$ cat src/rtl/lpt_pkg.sv
package lpt_pkg;
    localparam int REG_W  = 8;
    localparam int ADDR_W = 2;

    localparam logic [ADDR_W-1:0] A_DATA = 2'd0;
    localparam logic [ADDR_W-1:0] A_STAT = 2'd1;
    localparam logic [ADDR_W-1:0] A_CTRL = 2'd2;

    // control bit positions, software polarity
    localparam int C_STROBE = 0;
    localparam int C_AUTOLF = 1;
    localparam int C_INIT   = 2;
    localparam int C_SELIN  = 3;
    localparam int C_IRQEN  = 4;

    // status bit positions, software polarity
    localparam int S_BUSY   = 7;
    localparam int S_ACK    = 6;
    localparam int S_ONLINE = 4;
    localparam int S_ERR    = 3;

    localparam logic [REG_W-1:0] CTRL_RST  = 8'h0C;
    localparam logic [REG_W-1:0] DATA_RST  = 8'hFF;
    localparam logic [REG_W-1:0] OPEN_BUS  = 8'hFF;

    typedef enum logic [1:0] {
        HS_BUSY     = 2'd0,
        HS_WAIT_ACK = 2'd1,
        HS_ACK_LOW  = 2'd2
    } hs_state_e;
endpackage

$ cat src/rtl/lpt_hs_fsm.sv
module lpt_hs_fsm
    import lpt_pkg::*;
#(
    parameter int REG_W = lpt_pkg::REG_W
) (
    input  logic             clk,
    input  logic             rst_n,
    input  logic             init_req,
    input  logic             strobe_req,
    input  logic             advance_req,
    output hs_state_e        state_o,
    output logic [REG_W-1:0] status_o
);
    hs_state_e state_q;
    hs_state_e state_d;

    // state register
    always_ff @(posedge clk) begin
        if (!rst_n) state_q <= HS_BUSY;
        else        state_q <= state_d;
    end

    // transitions
    always_comb begin
        state_d = state_q;
        if (init_req) begin
            state_d = HS_BUSY;
        end else if (strobe_req) begin
            unique case (state_q)
                HS_BUSY:     state_d = HS_WAIT_ACK;
                HS_WAIT_ACK: state_d = HS_WAIT_ACK;
                HS_ACK_LOW:  state_d = HS_ACK_LOW;
                default:     state_d = HS_BUSY;
            endcase
        end else if (advance_req) begin
            unique case (state_q)
                HS_BUSY:     state_d = HS_BUSY;
                HS_WAIT_ACK: state_d = HS_ACK_LOW;
                HS_ACK_LOW:  state_d = HS_BUSY;
                default:     state_d = HS_BUSY;
            endcase
        end
    end

    // outputs
    always_comb begin
        status_o           = '0;
        status_o[S_ONLINE] = 1'b1;
        status_o[S_ERR]    = 1'b1;
        unique case (state_q)
            HS_BUSY: begin
                status_o[S_BUSY] = 1'b1;
                status_o[S_ACK]  = 1'b1;
            end
            HS_WAIT_ACK: begin
                status_o[S_BUSY] = 1'b0;
                status_o[S_ACK]  = 1'b1;
            end
            HS_ACK_LOW: begin
                status_o[S_BUSY] = 1'b0;
                status_o[S_ACK]  = 1'b0;
            end
            default: begin
                status_o[S_BUSY] = 1'b1;
                status_o[S_ACK]  = 1'b1;
            end
        endcase
    end

    assign state_o = state_q;
endmodule

$ cat config.mk
export PLATFORM = sky130hd
export DESIGN_NAME = lpt_hs_fsm
export DESIGN_NICKNAME = d
export VERILOG_FILES = /design/src/rtl/lpt_pkg.sv /design/src/rtl/lpt_hs_fsm.sv
export SDC_FILE = /design/constraint.sdc
export NUM_CORES = 1
export LEC_CHECK = 0
export BUFFER_PORTS_ARGS = -buffer_cell sky130_fd_sc_hd__buf_2
export CAP_MARGIN = 20
export CORE_AREA = 2 2 39 41
export DETAILED_ROUTE_END_ITERATION = 12
export DIE_AREA = 0 0 41 43
export GPL_TIMING_DRIVEN = 0
export PLACE_DENSITY = 0.36
export SYNTH_ARGS = -nofsm -noshare
export SYNTH_HDL_FRONTEND = slang
export SYNTH_SLANG_ARGS = --single-unit
$ cat constraint.sdc
create_clock -name clk -period 1.57 [get_ports clk]
set_input_delay 0.0785 -clock clk [delete_from_list [all_inputs] [get_ports clk]]
set_output_delay 0.0785 -clock clk [all_outputs]
set_load 0.02 [all_outputs]
======== Word level (Yosys, flattened, before mapping) ========
Cells that the tools add are included.
operators by class
  equal/unequal tests ..................... 2
  multiplexer cells ....................... 5
  bitwise operators ....................... 1
  reduce and logical (&&, ||, !) cells .... 4
operator list
  cell                count
  $pmux 2 s2          2
  $mux 2              3
  $reduce_or 2->1     2
  $eq 2x1->1 const B  1
  $eq 2x2->1 const B  1
  $logic_not 2->1     1
  $reduce_bool 2->1   1
  $not 1->1           1
storage, ports and cells
  bits in registers ....................... 2
  input port bits ......................... 5
  output and inout port bits .............. 10

======== Logic depth before layout (Yosys ltp) ========
Gate-level depths: netlist of run 1.
  depth after elaboration ................. 4
  depth in mapped cells ................... 4

======== Worst setup path after synthesis of run 1 ========
No wires, ideal clock.
  path type ............................... register -> register
  start ................................... reg state_q[0] (netlist: state_o[0])
  end ..................................... reg state_q[0] (netlist: state_o[0])
  arrival time ............................ 0.965 ns
  slack ................................... 0.483 ns
  stages on the path, launching flop included .. 5
  path buffers ............................ 0
  clock period less this slack ............ 1.087 ns
  cells stage by stage .................... dfxtp_1 inv_1 ha_1 o21ai_0 a21oi_1
on the way
  word-level cells in the longest chain between the ends .. 4
  elaborated cells between the ends (all ways) .. 6
ends and longest elaborated chain
  item                                                  line              text
  start: declaration                                    lpt_hs_fsm.sv:14  hs_state_e state_q;
  start signal: assignment                              lpt_hs_fsm.sv:20  else state_q <= state_d;
  $eq 2x1->1 / $logic_not 2->1 (equally long branches)  lpt_hs_fsm.sv:29  unique case (state_q)
  $reduce_or 2->1 (no line)                             --
  $pmux 2 s2 (*)                                        lpt_hs_fsm.sv:29
  $mux 2 (*)                                            lpt_hs_fsm.sv:28  end else if (strobe_req) begin
Mark *: on every way between the ends. The rest lies on a longest branch, timed or not.
A chain may end at the register's enable or synchronous reset.

======== Worst setup path in the final report of run 1 ========
  start ................................... reg state_q[0] (netlist: state_o[0])
  end ..................................... out status_o[7]
on the way
  word-level cells in the longest chain between the ends .. 2
  elaborated cells between the ends (all ways) .. 3
ends and longest elaborated chain
  item                                             line              text
  $eq 2x2->1 / $eq 2x1->1 (equally long branches)  lpt_hs_fsm.sv:50  unique case (state_q)
  $pmux 2 s2 (*)                                   lpt_hs_fsm.sv:50
  end: declaration                                 lpt_hs_fsm.sv:12  output logic [REG_W-1:0] status_o
Marks and branches as above.

==> results.txt, run 1 <==
CTS saw 2 sinks. Gate family responsible for the most delay along the worst path: flip-flops. For this run, the slowest stage of the critical path takes 0.36 ns. Across the run, the number of max-cap violations was 0. The run gives 0.639 as the final weighted congestion in routability-driven placement. Counting along the longest clock path gives a buffer depth of 2. STA classifies the critical path startpoint as a flop.

The final critical delay including setup and external delays is 1.24 ns, and the antenna cell count is 0. The CTS root buffer was clkbuf_4. Walking the worst path, the cells encountered are inv_1 -> ha_1 -> inv_1 -> buf_2.

In the final layout, the multi-input gates occupy 124 µm². The count of warnings emitted by yosys was 0. The source of the worst register-to-register timing path was state_o[0]. Wires add up to 365 µm. Share of Yosys cell area claimed by the top area cell type: 23.5%.

Clock-pin slew was measured on the worst setup and hold paths at 0.03 ns. The worst setup path is of the reg2out kind. In this run, the combinational gates consume 24.8% of the power. The cell count after synthesis came out at 26. 15 I/O pins were placed.

The maximum number of pins on one net before global-route repair is 6. The die is 43 µm tall. After the first detailed-routing iteration, the DRC count stood at 3.

The logs give 0.0000613 W for the switching power summed over all nets and 0.00284 ns for the clock skew. The tools report the number of global-route vias before repair as 143. For this run, design rule violations remaining after detail routing come to 0. The source-to-sink clock delay at the later pin of the worst-skew pair came out at 0.22 ns.

The number of vias per cell after detailed routing is 3.00, and the total CTS buffers is 3. The first TritonRoute pass finished after 3 iterations. The slowest stage of the critical path belongs to the cell dfxtp_1. In this run the power density over the cells is 717 nW/µm². Compared with the post-synthesis result, the final layout area differs by 45.9%. Once layout is done, the placed cells without fillers occupy 310 µm².

Number of buffer cells added on primary ports: 8. Summing every instance area after synthesis gives 213 µm². The count of unique library cells instantiated by Yosys was 12. The worst ir drop on vdd came out at 0.261 mV. The area of the core region was 1380 µm². The data required time at the worst endpoint was 1.49 ns; the routed wirelength normalized by instance count was 6.40 µm. After global routing the overflow that remains totals 0. Timing would allow up to 805 MHz.

The total setup buffers inserted after CTS is 0, and the layout cell share with drive strength beyond 1 is 43.9%. Counting both buffers and inverters, the worst setup path holds a total of 3. The register with the most flip-flops in the layout has 2 of them.

In the final timing run, aggregate negative setup slack is 0 ns. Hold repair after CTS inserted 0 buffers. In this run, flip-flops and latches consume 24.9% of the power.

The leakage power of the design was 0.165 nW. The mean post-synth cell area works out to 8.18 µm². The start point of the worst hold path was strobe_req. The final number of hold-violating endpoints is 0, and the flip-flop and latch count after synthesis is 2. Detailed placement finished with a half-perimeter wire length of 310 µm.

The data arrival time of the critical path is 1.16 ns. In this run the worst setup path begins at state_o[0]. The internal power of the cells totals 0.000161 W. The worst setup path is captured at an output pin. Once the floorplan was initialized, standard cells occupied 15.4% of the core. The run finished with clean final reports. The share of the Yosys chip area taken by registers is 18.8%.

The die is 41 µm wide. Of all nets on the critical path, the largest fanout is 4. The number of pins with negative max-slew slack in the final report is 0. In this run switching power makes up 27.6% of total power. Across the whole layout, storage elements account for 40.0 µm². The initialized floorplan defines 14 standard-cell rows. For the maximum level of the CTS H-tree, the log shows 1. The final core utilization was 22.4%. The clock network burns 50.3% of the power. In this run the worst hold path is classified as in2reg.

Global routing consumed, over all layers together, 5.01% of the routing resources. The run gives 0 as the initial antenna violation count. At the end of the flow, the number of nets in the layout was 52. Of all cell types, the one taking the most synthesized area is ha_1. The layout has 165 filler cells. Of the available clock period, the critical path in the final layout requires 79.1%. Setup repair after global routing left no endpoint under its margin. TritonCTS built the clock tree.

Across all layers, the routed design uses 171 vias. The first global-routing pass estimated 565 µm of wire. The number of gates resized after CTS was 0.

Yosys attributes the largest share of cell area to ha_1 (24%), buf_4 (21%), dfxtp_1 (19%). The most common cell type on the critical path was inv_1. In this run the remaining antenna-violating nets after routing total 0. The run gives 288 µm² as the post-detailed-placement cell area. The die covers 1760 µm².

Setup violations remaining at the end of the flow were counted as 0.
[stage by stage]
step | setup slack [ns] | instances | hold slack, ns | power (W)
6_report | 0.328 | 57 | 0.131 | 0.000222
5_1_grt | 0.231 | 57 | 0.150 | 0.000242
4_1_cts | 0.304 | 57 | 0.124 | 0.000231
3_5_place_dp | 0.545 | 54 | 0.362 | 0.000112
3_3_place_gp | 0.544 | 54 | 0.363 | 0.000111
2_1_floorplan | 0.483 | 30 | 0.210 | 0.0000980
[area by class of cell]
cell class | instances | area share, %
tap | 16 | 6.45
sequential | 2 | 12.9
buffer | 6 | 14.5
multi-input combinational | 17 | 39.9
inverter | 5 | 6.05
timing repair buffer | 8 | 12.9
clock buffer | 3 | 7.26
[routing by layer]
metal / track usage [%] / vias to the layer above / routed length [µm]
met2: 5.94 / 8 / 150
met4: 2.00 / 0 / 0
met5: 0 / - / 0
met3: 4.71 / 0 / 45
met1: 6.07 / 67 / 169
li1: - / 96 / -
[cells by family after synthesis]
logic type,after synthesis,share of synthesized area [%]
mux,1,4.71
flops,2,18.8
simple gates,3,11.2
buf+inv,11,30.0
other cells,2,3.53
compound gates,3,8.23
fa+ha+maj,4,23.5
[power by group through the flow]
stage | clock network [W] | logic (W) | registers (W)
5_1_grt | 0.000123 | 0.0000620 | 0.0000562
3_5_place_dp | 0 | 0.0000554 | 0.0000562
6_report | 0.000112 | 0.0000551 | 0.0000555
4_1_cts | 0.000120 | 0.0000555 | 0.0000556
3_3_place_gp | 0 | 0.0000551 | 0.0000562
2_1_floorplan | 0 | 0.0000396 | 0.0000584
[worst min-delay path, delay by kind of cell]
family                 cells  cell delay, ns
buffers and inverters      2            0.16
AO/OA/AOI/OAI              1            0.06
[final timing paths]
| kind | slack (ns) | end | cells after the start |
|---|---|---|---|
| worst max-delay path | 0.33 | status_o[7] | 4 |
| worst min-delay path | 0.13 | state_o[1] | 3 |
| worst min register to register | 0.60 | state_o[0] | 2 |
| worst max register to register | 0.56 | state_o[0] | 4 |
[synthesized netlist by cell type]
cell type	number
o21ai_0	1
buf_4	6
conb_1	2
or3b_1	1
nand2b_1	1
a211oi_1	1
a21oi_1	1
ha_1	4
nor2b_2	1
mux2i_1	1
dfxtp_1	2
inv_1	5
[placed cells by master (no fill, tap or decap)]
cell	n
buf_2	8
buf_4	6
conb_1	6
inv_1	5
ha_1	4
clkbuf_4	3
dfxtp_1	2
mux2i_1	1
nand2b_1	1
nor2b_2	1
a211oi_1	1
o21ai_0	1
or3b_1	1
a21oi_1	1
Note: power is estimated with default switching activity, not from simulation.
==> run 2: changes to the inputs <==
--- a/config.mk
+++ b/config.mk
@@ -5,13 +5,14 @@
 export SDC_FILE = /design/constraint.sdc
 export NUM_CORES = 1
 export LEC_CHECK = 0
+export ABC_AREA = 1
 export BUFFER_PORTS_ARGS = -buffer_cell sky130_fd_sc_hd__buf_2
 export CAP_MARGIN = 20
 export CORE_AREA = 2 2 39 41
 export DETAILED_ROUTE_END_ITERATION = 12
 export DIE_AREA = 0 0 41 43
 export GPL_TIMING_DRIVEN = 0
-export PLACE_DENSITY = 0.36
+export PLACE_DENSITY = 0.37
 export SYNTH_ARGS = -nofsm -noshare
 export SYNTH_HDL_FRONTEND = slang
 export SYNTH_SLANG_ARGS = --single-unit
==> constraint.sdc (replaced) <==
create_clock -name clk -period 1.3 [get_ports clk]
set_input_delay 0.065 -clock clk [delete_from_list [all_inputs] [get_ports clk]]
set_output_delay 0.065 -clock clk [all_outputs]
set_load 0.02 [all_outputs]
==> run 2 against run 1 <==
Net effect:
- sequential cell count did not move
- cell area up 1.6%
- synthesized cell count grew 19%
- core utilization grew 0.36 points
- first-iteration DRC count decreased by 100%
- clock skew hardly changed
- worst hold slack lost 0.028 ns
- critical path depth did not move
- power grew 16%
- largest power group unchanged
- highest routed layer unchanged
==> results.txt, run 2 <==
The flow ran to the end, and the final reports show no timing, DRC or antenna violations. The number of sinks handled by clock tree synthesis was 2 (unchanged); the number of setup violations in the final report was 0 (unchanged). The number of enable-type register cells in the synthesized netlist was 0 (unchanged); the internal portion of total power was 0.000189 W (was 0.000161 W). The detailed router's first-iteration violation count is 0 (was 3), and the data required time at the worst endpoint is 1.24 ns (was 1.49 ns). The netlist area before placement was 216 µm² (was 213 µm²). The switching power summed over all nets came out at 0.0000682 W (was 0.0000613 W). The remaining routing DRC violations was 0 (unchanged).

The number of vias per cell after detailed routing is 3.11 (was 3.00). The hold-fix buffer count after cts came out at 0 (unchanged). The kind of path behind the tightest hold check is in2reg (unchanged).

The global-route met1 utilization was 5.75% (was 6.07%); the final core utilization was 22.8% (was 22.4%). The critical path startpoint was state_o[1] (was state_o[0]). The run gives 0 (unchanged) as the final number of hold-violating endpoints. Worst setup slack after placement: 0.271 ns (was 0.545 ns). The logs give 193 (was 171) for the total via count in the routed design and 0.0818 ns (was 0.328 ns) for the post-route worst setup slack. The area enclosed by the die boundary is 1760 µm² (unchanged).

For the initial antenna violation count, the log shows 0 (unchanged). The final-layout fill cell count was 168 (was 165). The routed wirelength normalized by instance count works out to 5.77 µm (was 6.40 µm). The number of flip-flops in the largest register is 2 (unchanged). Leading cell type by number of instances after synthesis: inv_1 (was buf_4). The leading area contributor after synthesis was ha_1 (unchanged).

The layout cell share with drive strength beyond 1 works out to 41.3% (was 43.9%). Top post-synthesis cells by count: inv_1 (7), buf_4 (6), ha_1 (4), nand2_1 (4) (was buf_4 (6), inv_1 (5), ha_1 (4)). Fraction of the yosys area taken by sequential cells: 18.5% (was 18.8%). The tools report the CTS root buffer as clkbuf_4 (unchanged). The tools report the worst ir drop on vdd as 0.331 mV (was 0.261 mV). The tools report the maximum clock insertion buffer count as 2 (unchanged). The largest fanout of any net on the critical path is 5 (was 4). Source of the worst register-to-register timing path: state_o[1] (was state_o[0]).

Final global-route overflow total: 0 (unchanged). The count of warnings emitted by yosys is 0 (unchanged). The number of cells produced by synthesis came out at 31 (was 26).

The start point of the worst hold path was init_req (was strobe_req). Leakage power of the design: 0.179 nW (was 0.165 nW). For the clock power share, the log shows 52.7% (was 50.3%). The maximum level of the CTS H-tree was 1 (unchanged); the switching portion of total power was 26.5% (was 27.6%). The area of the core region came out at 1380 µm² (unchanged). The maximum number of pins on one net before global-route repair was 6 (unchanged); the total CTS buffers was 3 (unchanged).

The run gives 309 µm (was 310 µm) as the detailed-placement wirelength estimate. Leading cell types in the layout, fill and taps excluded: buf_2 (8), inv_1 (7), buf_4 (6), conb_1 (6) (was buf_2 (8), buf_4 (6), conb_1 (6)). The number of pins with negative max-slew slack in the final report was 0 (unchanged). The final hold slack was 0.103 ns (was 0.131 ns). The starting utilization of the core area was 15.6% (was 15.4%); the floorplan die width was 41 µm (unchanged).

The final total negative setup slack is 0 ns (unchanged), and the final routed wirelength across all metal layers is 358 µm (was 365 µm). The run gives 0.22 ns (about the same) as the source-to-sink clock delay at the later pin of the worst-skew pair. The logs give 57 (was 52) for the final net count and 21.9% (was 24.8%) for the combinational power share. The run gives 5.63% (was 5.94%) as the routing usage on met2. The met3 track utilization from global routing is 5.76% (was 4.71%).

The number of violations of the max-capacitance limit is 0 (unchanged). Setup repair after global routing left no endpoint under its margin. The antenna cell count was 0 (unchanged); the power density over the cells was 816 nW/µm² (was 717 nW/µm²). Top area cells in the synthesized netlist: ha_1 (23%), buf_4 (21%), dfxtp_1 (18%) (was ha_1 (24%), buf_4 (21%), dfxtp_1 (19%)).

For the portion of total power attributed to sequential cells, the log shows 25.4% (was 24.9%). Number of buffer cells added on primary ports: 8 (unchanged). The flip-flop and latch count after synthesis is 2 (unchanged). The logs give 593 µm (was 565 µm) for the global-route wire length before repair and 0.657 (was 0.639) for the final weighted congestion in routability-driven placement. The clock period could shrink to 1.22 ns. The top flip-flop cell by instance count after synthesis was dfxtp_1 (unchanged). The most common cell after layout, fill and taps aside was buf_2 (unchanged). For the count of standard-cell rows, the log shows 14 (unchanged).

Clock edge transition at the registers on the reported setup and hold paths: 0.03 ns (about the same). The async set or reset register ratio after synthesis is 0% (unchanged). The kind of end point of the critical path is an output pin (unchanged).

The data arrival time of the critical path was 1.15 ns (was 1.16 ns). Mean post-synth cell area: 6.98 µm² (was 8.18 µm²). The nature of the critical path startpoint is a flop (unchanged). The clock skew came out at 0.00315 ns (was 0.00284 ns).

The area growth from synthesis to layout came out at 45.7% (was 45.9%). The count of unique library cells instantiated by Yosys was 11 (was 12); the top-level port count was 15 (unchanged). Kind of critical path: reg2out (unchanged). The routing layer with the top usage in global route was met3 (was met1). The total setup buffers inserted after CTS was 0 (unchanged). The share of Yosys cell area claimed by the top area cell type was 23.1% (was 23.5%); the post-cts sizing count was 0 (unchanged). Of the available clock period, the critical path in the final layout requires 93.7%. Number of global-route vias before repair: 163 (was 143). TritonCTS built the clock tree. Static timing analysis puts the maximum clock frequency at 821 MHz. Count of TritonRoute iterations in the first routing pass: 1 (was 3). Global router's overall resource usage: 5.31% (was 5.01%). The die height was 43 µm (unchanged).

Number of antenna-violating nets in the routed design: 0 (unchanged).
run 2: cell type report:
| type | instances | area (µm²) | share of cell area [%] |
|---|---|---|---|
| Multi-Input combinational cell | 20 | 120 | 38.1 |
| Inverter | 7 | 26.3 | 8.33 |
| Tap cell | 16 | 20.0 | 6.35 |
| Sequential cell | 2 | 41.3 | 13.1 |
| Timing Repair Buffer | 8 | 40.0 | 12.7 |
| Clock buffer | 3 | 22.5 | 7.14 |
| Buffer | 6 | 45.0 | 14.3 |
run 2: through the flow:
stage | cells | cell area [µm²] | power, W
final | 62 | 315 | 0.000257
after global routing | 62 | 315 | 0.000279
after CTS | 62 | 314 | 0.000267
after detailed placement | 59 | 292 | 0.000122
after global placement | 59 | 292 | 0.000123
after floorplan | 35 | 231 | 0.000109
run 2: worst max-delay path, stage by stage (launching register included):
cell and delay [ns]:
dfxtp_1 0.38, inv_1 0.08, ha_1 0.27, inv_1 0.05
buf_2 0.15
run 2: per-layer routing:
layer	vias to the layer above	share of wire, %
met4	0	0
li1	109	-
met3	0	16
met2	8	44
met1	76	39
met5	-	0
run 2: logic make-up (layout without fill, tap and decap cells):
group	Yosys count	count (layout)	share of synthesized area, %
adders and majority gates	4	4	23.1
buffers and inverters	13	24	32.9
other	2	6	3.47
AOI/OAI and AO/OA	2	2	5.78
DFF	2	2	18.5
and+or+nand+nor	8	8	16.2
run 2: path summary, 6_finish.rpt:
check           endpoint  cells after the start  slack (ns)
max reg2reg   state_o[1]                      6        0.29
min reg2reg   state_o[0]                      2        0.48
max          status_o[7]                      4        0.08
min           state_o[1]                      4        0.10
run 2: power groups by stage:
stage,combinational [W],clock (W),sequential [W]
global placement,0.0000565,0,0.0000661
finish,0.0000563,0.000136,0.0000654
CTS,0.0000563,0.000146,0.0000652
global route,0.0000643,0.000149,0.0000658
detailed placement,0.0000561,0,0.0000660
floorplan,0.0000416,0,0.0000677
==> run 3: changes to the inputs <==
--- a/config.mk
+++ b/config.mk
@@ -8,11 +8,15 @@
 export ABC_AREA = 1
 export BUFFER_PORTS_ARGS = -buffer_cell sky130_fd_sc_hd__buf_2
 export CAP_MARGIN = 20
+export CELL_PAD_IN_SITES_DETAIL_PLACEMENT = 0
+export CELL_PAD_IN_SITES_GLOBAL_PLACEMENT = 1
 export CORE_AREA = 2 2 39 41
+export CTS_BUF_LIST = sky130_fd_sc_hd__clkbuf_2
+export CTS_CLUSTER_SIZE = 8
 export DETAILED_ROUTE_END_ITERATION = 12
 export DIE_AREA = 0 0 41 43
 export GPL_TIMING_DRIVEN = 0
-export PLACE_DENSITY = 0.37
+export PLACE_DENSITY = 0.51
 export SYNTH_ARGS = -nofsm -noshare
 export SYNTH_HDL_FRONTEND = slang
 export SYNTH_SLANG_ARGS = --single-unit
==> run 3 against run 2 <==
Net effect:
- routed wire length fell by 7.3%
- register-to-register slack is essentially flat
- sequential power is essentially flat
- largest power group unchanged
- combinational power hardly changed
==> results.txt, run 3 (synthesis gave the netlist of run 2 again) <==
The power density over the cells is 699 nW/µm² (was 816 nW/µm²), and the number of buffer cells added on primary ports is 8 (unchanged). The largest fanout of any net on the critical path was 5 (unchanged); the total CTS buffers was 3 (unchanged). The clock edge transition at the registers on the reported setup and hold paths works out to 0.03 ns (about the same). Leading cell types in the layout, fill and taps excluded: buf_2 (8), inv_1 (7), buf_4 (6), conb_1 (6) (unchanged). Area growth from synthesis to layout: 41.6% (was 45.7%). The maximum clock insertion buffer count is 2 (unchanged). The run finished with clean final reports.

The most common cell after layout, fill and taps aside was buf_2 (unchanged). The number of sinks handled by clock tree synthesis is 2 (unchanged). The capture point of the worst reg-to-reg path is state_o[0] (was state_o[1]). The tools report the number of violations of the max-capacitance limit as 0 (unchanged). Crit-path cells: inv_1 -> ha_1 -> inv_1 -> buf_2 (unchanged). The number of vias per cell after detailed routing works out to 3.15 (was 3.11).

The final global-route overflow total came out at 0 (unchanged). The tools report the initial antenna violation count as 0 (unchanged). TritonCTS built the clock tree. Setup repair after global routing left no endpoint under its margin. The floorplan die width works out to 41 µm (unchanged). The clock skew was 0.00236 ns (was 0.00315 ns).

The tools report the maximum level of the CTS H-tree as 1 (unchanged). The post-cts sizing count is 0 (unchanged), and the data required time at the worst endpoint is 1.24 ns (about the same). Maximum number of pins on one net before global-route repair: 6 (unchanged). The kind of path behind the tightest hold check was in2reg (unchanged). The global router's overall resource usage is 5.91% (was 5.31%), and the leakage power of the design is 0.177 nW (was 0.179 nW). The maximum operating frequency is 849 MHz (was 821 MHz).

The final net count was 57 (unchanged); the number of pins with negative max-slew slack in the final report was 0 (unchanged). The CTS root buffer is clkbuf_2 (was clkbuf_4). The area of the core region came out at 1380 µm² (unchanged). The total via count in the routed design is 195 (was 193).

The hold-fix buffer count after cts is 0 (unchanged), and the number of cells on the worst hold path is 4 (unchanged). Most common cell type on the critical path: inv_1 (unchanged). The routed wirelength normalized by instance count was 5.35 µm (was 5.77 µm).

The number of flip-flops in the largest register is 2 (unchanged). The global-route wire length before repair is 586 µm (was 593 µm), and the data arrival time of the critical path is 1.11 ns (was 1.15 ns). Final total negative setup slack: 0 ns (unchanged). The count of cells along the worst register-to-register path is 4 (was 6).

For the remaining routing DRC violations, the log shows 0 (unchanged). Library cell contributing the largest single delay on the critical path: dfxtp_1 (unchanged). The antenna cell count was 0 (unchanged). The gate family responsible for the most delay along the worst path is flip-flops (unchanged). Kind of end point of the critical path: an output pin (unchanged). The ratio of final minimum period to clock period works out to 90.6% (was 93.7%). The layout cell share with drive strength beyond 1 came out at 39.1% (was 41.3%).

The final total power was 0.000214 W (was 0.000257 W). The starting utilization of the core area was 15.6% (unchanged); the number of setup violations in the final report was 0 (unchanged). The worst ir drop on vdd was 0.341 mV (was 0.331 mV). The kind of critical path is reg2out (unchanged). The die height is 43 µm (unchanged), and the count of standard-cell rows is 14 (unchanged).

The run gives 0 (unchanged) as the final number of hold-violating endpoints. The setup slack of the most critical reg-to-reg path is 0.28 ns (was 0.29 ns). The run gives 1 (unchanged) as the count of TritonRoute iterations in the first routing pass.

The final weighted congestion in routability-driven placement is 0.617 (was 0.657), and the worst stage delay on the critical path is 0.39 ns (was 0.38 ns). The top-level port count was 15 (unchanged); the final routed wirelength across all metal layers was 332 µm (was 358 µm). The tools report the nature of the critical path startpoint as a flop (unchanged). For the number of antenna-violating nets in the routed design, the log shows 0 (unchanged). The source of the worst register-to-register timing path was state_o[1] (unchanged). The worst min-delay path endpoint was state_o[1] (unchanged). The start point of the worst hold path is init_req (unchanged).

The total setup buffers inserted after CTS is 0 (unchanged), and the detailed router's first-iteration violation count is 0 (unchanged). The final critical delay including setup and external delays came out at 1.18 ns (was 1.22 ns). The source-to-sink clock delay at the later pin of the worst-skew pair is 0.18 ns (was 0.22 ns), and the area enclosed by the die boundary is 1760 µm² (unchanged). The detailed-placement wirelength estimate is 284 µm (was 309 µm), and the count of buffer and inverter cells on the critical path is 3 (unchanged).

The number of global-route vias before repair was 167 (was 163). For the final core utilization, the log shows 22.2% (was 22.8%).
run 3: worst max path at each step:
stage / cells after the start / endpoint / startpoint
final: 4 / status_o[7] / state_o[1]
after global routing: 4 / status_o[7] / state_o[1]
after CTS: 4 / status_o[7] / state_o[1]
after detailed placement: 4 / state_o[0] / state_o[1]
after global placement: 4 / state_o[0] / state_o[1]
after floorplan: 4 / state_o[0] / state_o[0]
run 3: metal layers:
| layer | wire [µm] | share of wire, % | vias to the layer above | global-route usage [%] |
|---|---|---|---|---|
| met5 | 0 | 0 | - | 0 |
| met4 | 0 | 0 | 0 | 10.0 |
| met3 | 42 | 13 | 0 | 3.66 |
| met2 | 165 | 50 | 12 | 7.19 |
| met1 | 123 | 37 | 76 | 4.47 |
| li1 | - | - | 107 | - |
run 3: cell type report:
class	count	area [µm²]
fillers	159	1080
multi-input cells	20	120
plain buffers	6	45.0
flip-flops and latches	2	40.0
repair buffers	8	40.0
inverters	7	26.3
well taps	16	20.0
clock buffers	3	15.0
run 3: through the flow:
step	cell area, µm²	cells	hold WS, ns	setup slack (ns)
detailed placement	292	59	0.332	0.261
global route	307	62	0.140	0.0276
finish	307	62	0.134	0.122
CTS	307	62	0.132	0.0952
floorplan	231	35	0.220	0.205
global placement	292	59	0.331	0.242
run 3: power breakdown:
| group | total (W) | switching, W | internal [W] | leakage, nW |
|---|---|---|---|---|
| Sequential | 0.0000652 | 0.00000159 | 0.0000636 | 0.0163 |
| Combinational | 0.0000560 | 0.0000323 | 0.0000236 | 0.149 |
| Clock | 0.0000932 | 0.0000320 | 0.0000612 | 0.0125 |
| Total | 0.000214 | 0.0000659 | 0.000148 | 0.177 |
run 3: worst register-to-register path, stage by stage (launching register included):
cell	delay [ns]
dfxtp_1	0.39
inv_1	0.08
ha_1	0.19
o21ai_0	0.16
a21boi_1	0.08
